==> config.mk <==
export PLATFORM = sky130hd
export DESIGN_NAME = noise_thresh_est
export DESIGN_NICKNAME = d
export VERILOG_FILES = /design/src/rtl/nte_pkg.sv /design/src/rtl/nte_magnitude.sv /design/src/rtl/nte_batch_acc.sv /design/src/rtl/nte_median3.sv /design/src/rtl/noise_thresh_est.sv
export SDC_FILE = /design/constraint.sdc
export NUM_CORES = 1
export LEC_CHECK = 0
export ABC_AREA = 1
export BUFFER_PORTS_ARGS = -buffer_cell sky130_fd_sc_hd__buf_2
export CAP_MARGIN = 20
export CORE_AREA = 2 2 116 141
export CTS_CLUSTER_SIZE = 20
export DETAILED_ROUTE_END_ITERATION = 8
export DIE_AREA = 0 0 118 143
export HOLD_SLACK_MARGIN = 0.12
export PLACE_DENSITY_LB_ADDON = 0.3
export SLEW_MARGIN = 10
export SYNTH_ARGS = -nofsm -noshare
export SYNTH_HDL_FRONTEND = slang
export SYNTH_SLANG_ARGS = --single-unit
==> constraint.sdc <==
create_clock -name clk -period 6.45 [get_ports clk]
set_input_delay 0.3225 -clock clk [delete_from_list [all_inputs] [get_ports clk]]
set_output_delay 0.3225 -clock clk [all_outputs]
set_load 0.02 [all_outputs]
==> src/rtl/nte_pkg.sv <==
package nte_pkg;
    typedef enum logic [1:0] {
        ST_WARM0 = 2'd0,
        ST_WARM1 = 2'd1,
        ST_WARM2 = 2'd2,
        ST_LIVE  = 2'd3
    } est_state_t;
endpackage

==> src/rtl/nte_magnitude.sv <==
module nte_magnitude #(
    parameter int SAMPLE_W = 10
) (
    input  logic signed [SAMPLE_W-1:0] sample_i,
    output logic        [SAMPLE_W-2:0] mag_o
);
    logic [SAMPLE_W-1:0] neg_w;

    assign neg_w = -sample_i;

    always_comb begin
        if (!sample_i[SAMPLE_W-1]) begin
            mag_o = sample_i[SAMPLE_W-2:0];
        end else if (sample_i[SAMPLE_W-2:0] == '0) begin
            mag_o = '1;   // most negative value saturates
        end else begin
            mag_o = neg_w[SAMPLE_W-2:0];
        end
    end
endmodule

==> src/rtl/nte_batch_acc.sv <==
module nte_batch_acc #(
    parameter int MAG_W      = 9,
    parameter int BATCH_LOG2 = 6,
    localparam int ACC_W     = MAG_W + BATCH_LOG2
) (
    input  logic                  clk,
    input  logic                  rst_n,
    input  logic                  accum_i,
    input  logic                  clear_i,
    input  logic [MAG_W-1:0]      mag_i,
    output logic                  last_o,
    output logic [MAG_W-1:0]      mean_o,
    output logic [ACC_W-1:0]      acc_o,
    output logic [BATCH_LOG2-1:0] cnt_o
);
    logic [ACC_W-1:0]      acc_q;
    logic [BATCH_LOG2-1:0] cnt_q;
    logic [ACC_W-1:0]      sum_w;

    assign sum_w  = acc_q + ACC_W'(mag_i);
    assign mean_o = sum_w[ACC_W-1:BATCH_LOG2];
    assign last_o = (cnt_q == '1);
    assign acc_o  = acc_q;
    assign cnt_o  = cnt_q;

    always_ff @(posedge clk or negedge rst_n) begin
        if (!rst_n) begin
            acc_q <= '0;
            cnt_q <= '0;
        end else if (clear_i) begin
            acc_q <= '0;
            cnt_q <= '0;
        end else if (accum_i) begin
            acc_q <= sum_w;
            cnt_q <= cnt_q + 1'b1;
        end
    end
endmodule

==> src/rtl/nte_median3.sv <==
module nte_median3 #(
    parameter int VAL_W = 9
) (
    input  logic [VAL_W-1:0] a_i,   // newest
    input  logic [VAL_W-1:0] b_i,
    input  logic [VAL_W-1:0] c_i,   // oldest
    output logic [VAL_W-1:0] med_o
);
    logic gt_ab, gt_bc, gt_ac;

    assign gt_ab = (a_i > b_i);
    assign gt_bc = (b_i > c_i);
    assign gt_ac = (a_i > c_i);

    always_comb begin
        unique case ({gt_ab, gt_bc})
            2'b00, 2'b11: med_o = b_i;
            2'b10:        med_o = gt_ac ? c_i : a_i;
            2'b01:        med_o = gt_ac ? a_i : c_i;
            default:      med_o = b_i;
        endcase
    end
endmodule

==> src/rtl/noise_thresh_est.sv <==
module noise_thresh_est #(
    parameter int SAMPLE_W   = 10,
    parameter int BATCH_LOG2 = 6,
    parameter int SCALE      = 17,
    localparam int MAG_W     = SAMPLE_W - 1,
    localparam int ACC_W     = MAG_W + BATCH_LOG2,
    localparam int SCALE_W   = $clog2(SCALE + 1),
    localparam int THR_W     = MAG_W + SCALE_W
) (
    input  logic                       clk,
    input  logic                       rst_n,
    input  logic                       sample_valid,
    input  logic signed [SAMPLE_W-1:0] sample_in,
    output logic        [MAG_W-1:0]    noise_level,
    output logic        [THR_W-1:0]    threshold,
    output logic                       threshold_valid
);
    import nte_pkg::*;

    localparam int HIST_N = 2;
    localparam logic [THR_W-1:0] SCALE_C = THR_W'(SCALE);

    est_state_t state_q, state_d;

    logic                  ctl_accum, ctl_clear, ctl_update;
    logic [MAG_W-1:0]      mag_w, mean_w, med_w;
    logic                  last_w;
    logic [ACC_W-1:0]      acc_w;
    logic [BATCH_LOG2-1:0] cnt_w;
    logic [MAG_W-1:0]      hist_q [HIST_N];
    logic [THR_W-1:0]      prod_w;

    nte_magnitude #(.SAMPLE_W(SAMPLE_W)) mag_i (
        .sample_i (sample_in),
        .mag_o    (mag_w)
    );

    nte_batch_acc #(.MAG_W(MAG_W), .BATCH_LOG2(BATCH_LOG2)) acc_i (
        .clk     (clk),
        .rst_n   (rst_n),
        .accum_i (ctl_accum),
        .clear_i (ctl_clear),
        .mag_i   (mag_w),
        .last_o  (last_w),
        .mean_o  (mean_w),
        .acc_o   (acc_w),
        .cnt_o   (cnt_w)
    );

    nte_median3 #(.VAL_W(MAG_W)) med_i (
        .a_i   (mean_w),
        .b_i   (hist_q[0]),
        .c_i   (hist_q[1]),
        .med_o (med_w)
    );

    // State register
    always_ff @(posedge clk or negedge rst_n) begin
        if (!rst_n) state_q <= ST_WARM0;
        else        state_q <= state_d;
    end

    // Next state
    always_comb begin
        state_d = state_q;
        unique case (state_q)
            ST_WARM0: if (ctl_clear) state_d = ST_WARM1;
            ST_WARM1: if (ctl_clear) state_d = ST_WARM2;
            ST_WARM2: if (ctl_clear) state_d = ST_LIVE;
            ST_LIVE:  state_d = ST_LIVE;
            default:  state_d = ST_WARM0;
        endcase
    end

    // Control outputs
    always_comb begin
        ctl_accum  = sample_valid;
        ctl_clear  = sample_valid && last_w;
        ctl_update = 1'b0;
        unique case (state_q)
            ST_WARM0, ST_WARM1: ctl_update = 1'b0;
            ST_WARM2, ST_LIVE:  ctl_update = ctl_clear;
            default:            ctl_update = 1'b0;
        endcase
    end

    // Mean history shift
    always_ff @(posedge clk or negedge rst_n) begin
        if (!rst_n) begin
            for (int i = 0; i < HIST_N; i++) hist_q[i] <= '0;
        end else if (ctl_clear) begin
            hist_q[0] <= mean_w;
            for (int i = 1; i < HIST_N; i++) hist_q[i] <= hist_q[i-1];
        end
    end

    assign prod_w = THR_W'(med_w) * SCALE_C;

    // Output registers
    always_ff @(posedge clk or negedge rst_n) begin
        if (!rst_n) begin
            noise_level     <= '0;
            threshold       <= '0;
            threshold_valid <= 1'b0;
        end else if (ctl_update) begin
            noise_level     <= med_w;
            threshold       <= prod_w;
            threshold_valid <= 1'b1;
        end
    end
endmodule

; ---- Yosys cells after proc, flatten, opt, wreduce, memory -nomap -nowiden
; Index checks and enable logic that the tools add are counted.
[op_classes]
add_sub_neg = 3
n_mul = 1
n_lt_le_gt_ge = 3
n_eq_ne = 10
n_mux = 14
n_reduce_logical = 9
[op_table]
columns = op, count
row1 = two-way mux 9 bit, 4
row2 = two-way mux 15 bit, 2
row3 = greater-than comparator 9 bit, 3
row4 = one-hot mux 9 bit (3 select lines), 1
row5 = adder 15 x 9 -> 15 bit, 1
row6 = multiplier 9 x 5 -> 14 bit (second input constant), 1
row7 = two-way mux 6 bit, 2
row8 = logical NOT 9 bit, 1
row9 = negation 9 bit, 1
row10 = == test 2 bit (second input constant), 4
row11 = one-hot mux 2 bit (4 select lines), 1
row12 = adder 6 x 1 -> 6 bit (second input constant), 1
row13 = == test 6 bit (second input constant), 1
row14 = two-way mux 2 bit, 3
row15 = != test 2 x 1 -> 1 bit (second input constant), 3
row16 = OR reduction 2 bit, 3
row17 = == test 2 x 1 -> 1 bit (second input constant), 2
row18 = logical NOT 2 bit, 2
row19 = AND reduction 3 bit, 1
row20 = one-hot mux 1 bit (2 select lines), 1
row21 = nonzero test 2 bit, 1
row22 = logical AND 1 bit, 1
[word_totals]
register_bits = 65
word_cells = 48

; ---- Longest topological paths before layout
[logic_depth]
word_depth = 9
mapped_depth = 48

; ---- Modules after synthesis
; From an unflattened synthesis, not the netlist that was laid out.
[unflattened]
cells_unflattened = 735
area_unflattened_um2 = 5112.4
[by_module_without_submodules]
columns = mod, n_inst, cells_each, area_each_um2
row1 = noise_thresh_est, 1, 218, 1893.1
row2 = nte_batch_acc, 1, 241, 1636.6
row3 = nte_median3, 1, 218, 1255.0
row4 = nte_magnitude, 1, 58, 327.8

; ---- Worst setup path after synthesis
; No wires, ideal clock.
[synth_path]
path_kind = input port to flip-flop
startpoint = input port sample_in[0]
endpoint = register threshold[12]
setup_time_ps = 117
arrival_time_ps = 5837
setup_slack_ps = 496
path_stages = 44
path_cell_list = inv_1 ha_1 inv_1 nor3_1 inv_1 nor4_1 nand3_1 nand2_1 ha_1 inv_1 fa_1 nand3b_1 nand2_1 nand2_1 nand3_1 a21oi_1 or2_1 nand2_1 (+8 left out) nand2_1 ha_1 inv_1 buf_2 nand3_1 o21ai_2 inv_1 ha_1 ha_1 a21oi_1 nand2_1 a21o_1 nand2_1 nand2_1 nand2_1 nand2_1 nand3_1 nand2_1
[synth_via]
elab_chain_len = 9
elab_cells_between_ends = 16
cone_classes = add/sub: 2 / mul: 1 / order compare: 2 / eq/ne: 3 / mux: 5 / reduce/logical: 3
[synth_lines]
columns = item, line
row1 = "start, declared", noise_thresh_est.sv:13  ; input logic signed [SAMPLE_W-1:0] sample_in,
row2 = negation 9 bit / logical NOT 9 bit (equally long branches), "nte_magnitude.sv:9, nte_magnitude.sv:14"
row3 = two-way mux 9 bit, nte_magnitude.sv:14  ; end else if (sample_i[SAMPLE_W-2:0] == '0) begin
row4 = two-way mux 9 bit (*), nte_magnitude.sv:12  ; if (!sample_i[SAMPLE_W-1]) begin
row5 = adder 15 x 9 -> 15 bit (*), nte_batch_acc.sv:20  ; assign sum_w = acc_q + ACC_W'(mag_i);
row6 = via acc_i.mean_o[4], nte_batch_acc.sv:12  ; output logic [MAG_W-1:0] mean_o,
row7 = greater-than comparator 9 bit, nte_median3.sv:11  ; assign gt_ab = (a_i > b_i);
row8 = == test 2 bit / logical NOT 2 bit (equally long branches), nte_median3.sv:16  ; unique case ({gt_ab, gt_bc})
row9 = OR reduction 2 bit, nte_median3.sv:16
row10 = one-hot mux 9 bit (3 select lines) (*), nte_median3.sv:16
row11 = via med_i.med_o[3], nte_median3.sv:7  ; output logic [VAL_W-1:0] med_o
row12 = multiplier 9 x 5 -> 14 bit (*), noise_thresh_est.sv:97  ; assign prod_w = THR_W'(med_w) * SCALE_C;
row13 = "end signal, assigned", noise_thresh_est.sv:107  ; threshold <= prod_w;
row14 = "end, declared", noise_thresh_est.sv:15  ; output logic [THR_W-1:0] threshold,
; The timed path passes the listed nets; every way through them passes the cells marked *.
; A chain may end at the register's enable or synchronous reset.

; ---- Worst setup path after layout
[layout_path]
startpoint = input port sample_in[0]
endpoint = register threshold[11]
; Same word-level chain as after synthesis.

==> results.sh <==
export IMPL_cts_sinks=61
export IMPL_drive_above_1_share_pct=17.7
export IMPL_diodes=0
export IMPL_postRouteWirelength_um=11600
export IMPL_initial_core_util_pct=29.7
export IMPL_grt_pass1_wl_um=19600
export IMPL_synth_area_leaders="dfrtp_1, nand2_1, ha_1"
export IMPL_end_kind="flop"
export IMPL_htree_levels=3
export IMPL_synth_cells=619
export IMPL_io_pins=37
export IMPL_utilization_pct=36.0
export IMPL_drv_slew=0
export IMPL_grt_use_total_pct=14.6
export IMPL_async_flop_share_pct=100
export IMPL_viasPerCell=4.60
export IMPL_final_hold_viol_count=0
export IMPL_place_inst=869
export IMPL_ys_flop_type="dfrtp_1"
export IMPL_synth_edf_count=0
export IMPL_antenna_found_initial=0
export IMPL_period_share_pct=90.6
export IMPL_critPathSlowestCell="fa_1"
export IMPL_crit_fanout=7
export IMPL_hold_buffers=0
export IMPL_grt_max_degree=62
export IMPL_final_nets=740
export IMPL_rows=50
export IMPL_skew_ns=0.00784
export IMPL_numCtsBuffers=9
export IMPL_start_kind="primary input"
export IMPL_finalSetupViolations=0
export IMPL_root_buffer="clkbuf_16"
export IMPL_die_w_um=118
export IMPL_synth_commonest_cells="nand2_1, inv_1, dfrtp_1"
export IMPL_clk_pin_slew_ns=0.06
export IMPL_whs_ns=0.168
export IMPL_drc_errors=0
export IMPL_synthesis_nets=682
export IMPL_die_area_mm2=0.0169
export IMPL_crit_path_max_incr_delay_ns=0.38
export IMPL_cts_tree="yes"
export IMPL_yosysWarnings=0
export IMPL_grt_pass1_vias=3879
export IMPL_worstPathRequired_ns=6.73
export IMPL_areaGrowthSynthToFinish_pct=21.1
export IMPL_io_buffers=36
export IMPL_crit_family="adder cells"
export IMPL_ys_seq_area_share_pct=33.3
export IMPL_hp_class="in2async"
export IMPL_synthDistinctLibCells=42
export IMPL_dr_pass1_iters=4
export IMPL_overflow=0
export IMPL_critPathBufInv=10
export IMPL_stdcell_count=890
export IMPL_cap_violations=0
export IMPL_clk_latency_ns=0.34
export IMPL_syn_avg_cell_area_um2=7.41
export IMPL_synth_top_cell_area_share_pct=33.3
export IMPL_wl_per_cell_um=13.0
export IMPL_synth_seq_cells=61
export IMPL_worstSetupPathType="in2reg"
export IMPL_fin_crit_ns=5.85
export IMPL_worstMarginPinSlew_ns=0.810
export IMPL_routabilityCongestion=0.891
export IMPL_cp_arrival_ns=6.12
export IMPL_vias=4098
export IMPL_first_iter_violations=211
export IMPL_synth_top_area_cell="dfrtp_1"
export IMPL_core_area_mm2=0.0155
export IMPL_die_y_um=143
export IMPL_dp_hpwl_um=8770
export IMPL_status="complete, no violations"
export IMPL_max_clock_freq_ghz=0.171
export IMPL_relSlewSlack_pct=46.0
export IMPL_clk_path_buf_depth=2
export IMPL_netlist_area_mm2=0.00459
export IMPL_cp_common_cell="nand2_1"
export IMPL_antenna_left=0
export IMPL_synth_most_common_cell="nand2_1"
==> cell type report <==
cell class | count | area [um^2]
Fill cell | 1655 | 9900
Multi-Input combinational cell | 453 | 2710
Sequential cell | 61 | 1530
Timing Repair Buffer | 67 | 413
Inverter | 85 | 332
Tap cell | 208 | 260
Clock buffer | 11 | 233
Clock inverter | 5 | 83.8
==> flip-flops by register name (all words and copies together), names as in the netlist <==
register and count:
state_q 2, threshold_valid 1, noise_level 9, acc_i.cnt_o 6
threshold 10, hist_q 18, acc_i.acc_o 15
==> through the flow <==
stage | instance area (um^2) | TNS, ns | setup WS (ns)
floorplan | 4590 | 0 | 0.496
global placement | 5110 | 0 | 0.0240
detailed placement | 5110 | -0.0498 | -0.0296
CTS | 5430 | 0 | 0.310
global route | 5560 | -0.0162 | -0.0162
finish | 5560 | 0 | 0.604
==> what timing repair did <==
| item | CTS | global route |
|---|---|---|
| setup endpoints to repair | 0 | 7 |
| setup buffers | 0 | 5 |
| gates resized for setup | 0 | 13 |
==> path summary, 6_finish.rpt <==
| path | startpoint | endpoint | slack, ns | depth (start not counted) |
|---|---|---|---|---|
| max | sample_in[0] | threshold[11]$_DFFE_PN0P_ | 0.60 | 42 |
| max reg2reg | acc_i.acc_o[0]$_DFFE_PN0P_ | threshold[11]$_DFFE_PN0P_ | 1.25 | 33 |
| min in group clk | sample_valid | acc_i.cnt_o[1]$_DFFE_PN0P_ | 0.37 | 3 |
| max in group asynchronous | rst_n | threshold[13]$_DFFE_PN0P_ | 5.76 | 2 |
| min reg2reg | threshold_valid$_DFFE_PN0P_ | threshold_valid$_DFFE_PN0P_ | 0.47 | 1 |
| min | rst_n | acc_i.cnt_o[3]$_DFFE_PN0P_ | 0.17 | 2 |
==> per-layer routing <==
layer | up-vias | part of all wire, % | GRT usage (%) | wire, um
met4 | 0 | 2.9 | 6.40 | 331
met3 | 22 | 2.1 | 2.20 | 247
met2 | 44 | 48 | 24.1 | 5550
met1 | 1892 | 47 | 19.1 | 5470
li1 | 2140 | - | - | -
met5 | - | 0 | 0 | 0
==> placed cells by master, fill, tap and decap left out, types with 3 or more instances in the layout <==
cell type | netlist | routed
nor3_1 | 7 | 6
dfrtp_1 | 61 | 61
nand3_1 | 49 | 49
xnor2_1 | 7 | 7
inv_1 | 77 | 75
buf_4 | 4 | 31
nand3b_1 | 4 | 4
o21ai_1 | 9 | 9
a21oi_1 | 28 | 28
o21bai_1 | 6 | 5
nor2_1 | 23 | 23
o22ai_1 | 3 | 3
clkbuf_16 | 0 | 9
buf_2 | 5 | 36
o211ai_1 | 6 | 6
clkinvlp_4 | 0 | 4
ha_4 | 0 | 3
a21o_1 | 3 | 3
or2_2 | 4 | 4
nand2_2 | 6 | 6
o21ai_2 | 3 | 3
nand4_1 | 3 | 3
inv_2 | 7 | 7
o21ai_0 | 47 | 47
ha_1 | 48 | 45
xor2_1 | 6 | 5
nand2_1 | 170 | 170
==> cell families after synthesis <==
family | Yosys count | synth area share, %
adders and majority gates | 50 | 14.0
xor gates and xnor gates | 13 | 2.48
AOI/OAI and AO/OA | 113 | 13.9
buffers and inverters | 105 | 9.49
DFF | 61 | 33.3
and+or+nand+nor | 277 | 26.8
Power is left out: the tool's default activity adds up to more than one toggle a clock period on the data nets, which glitch-free logic cannot reach.
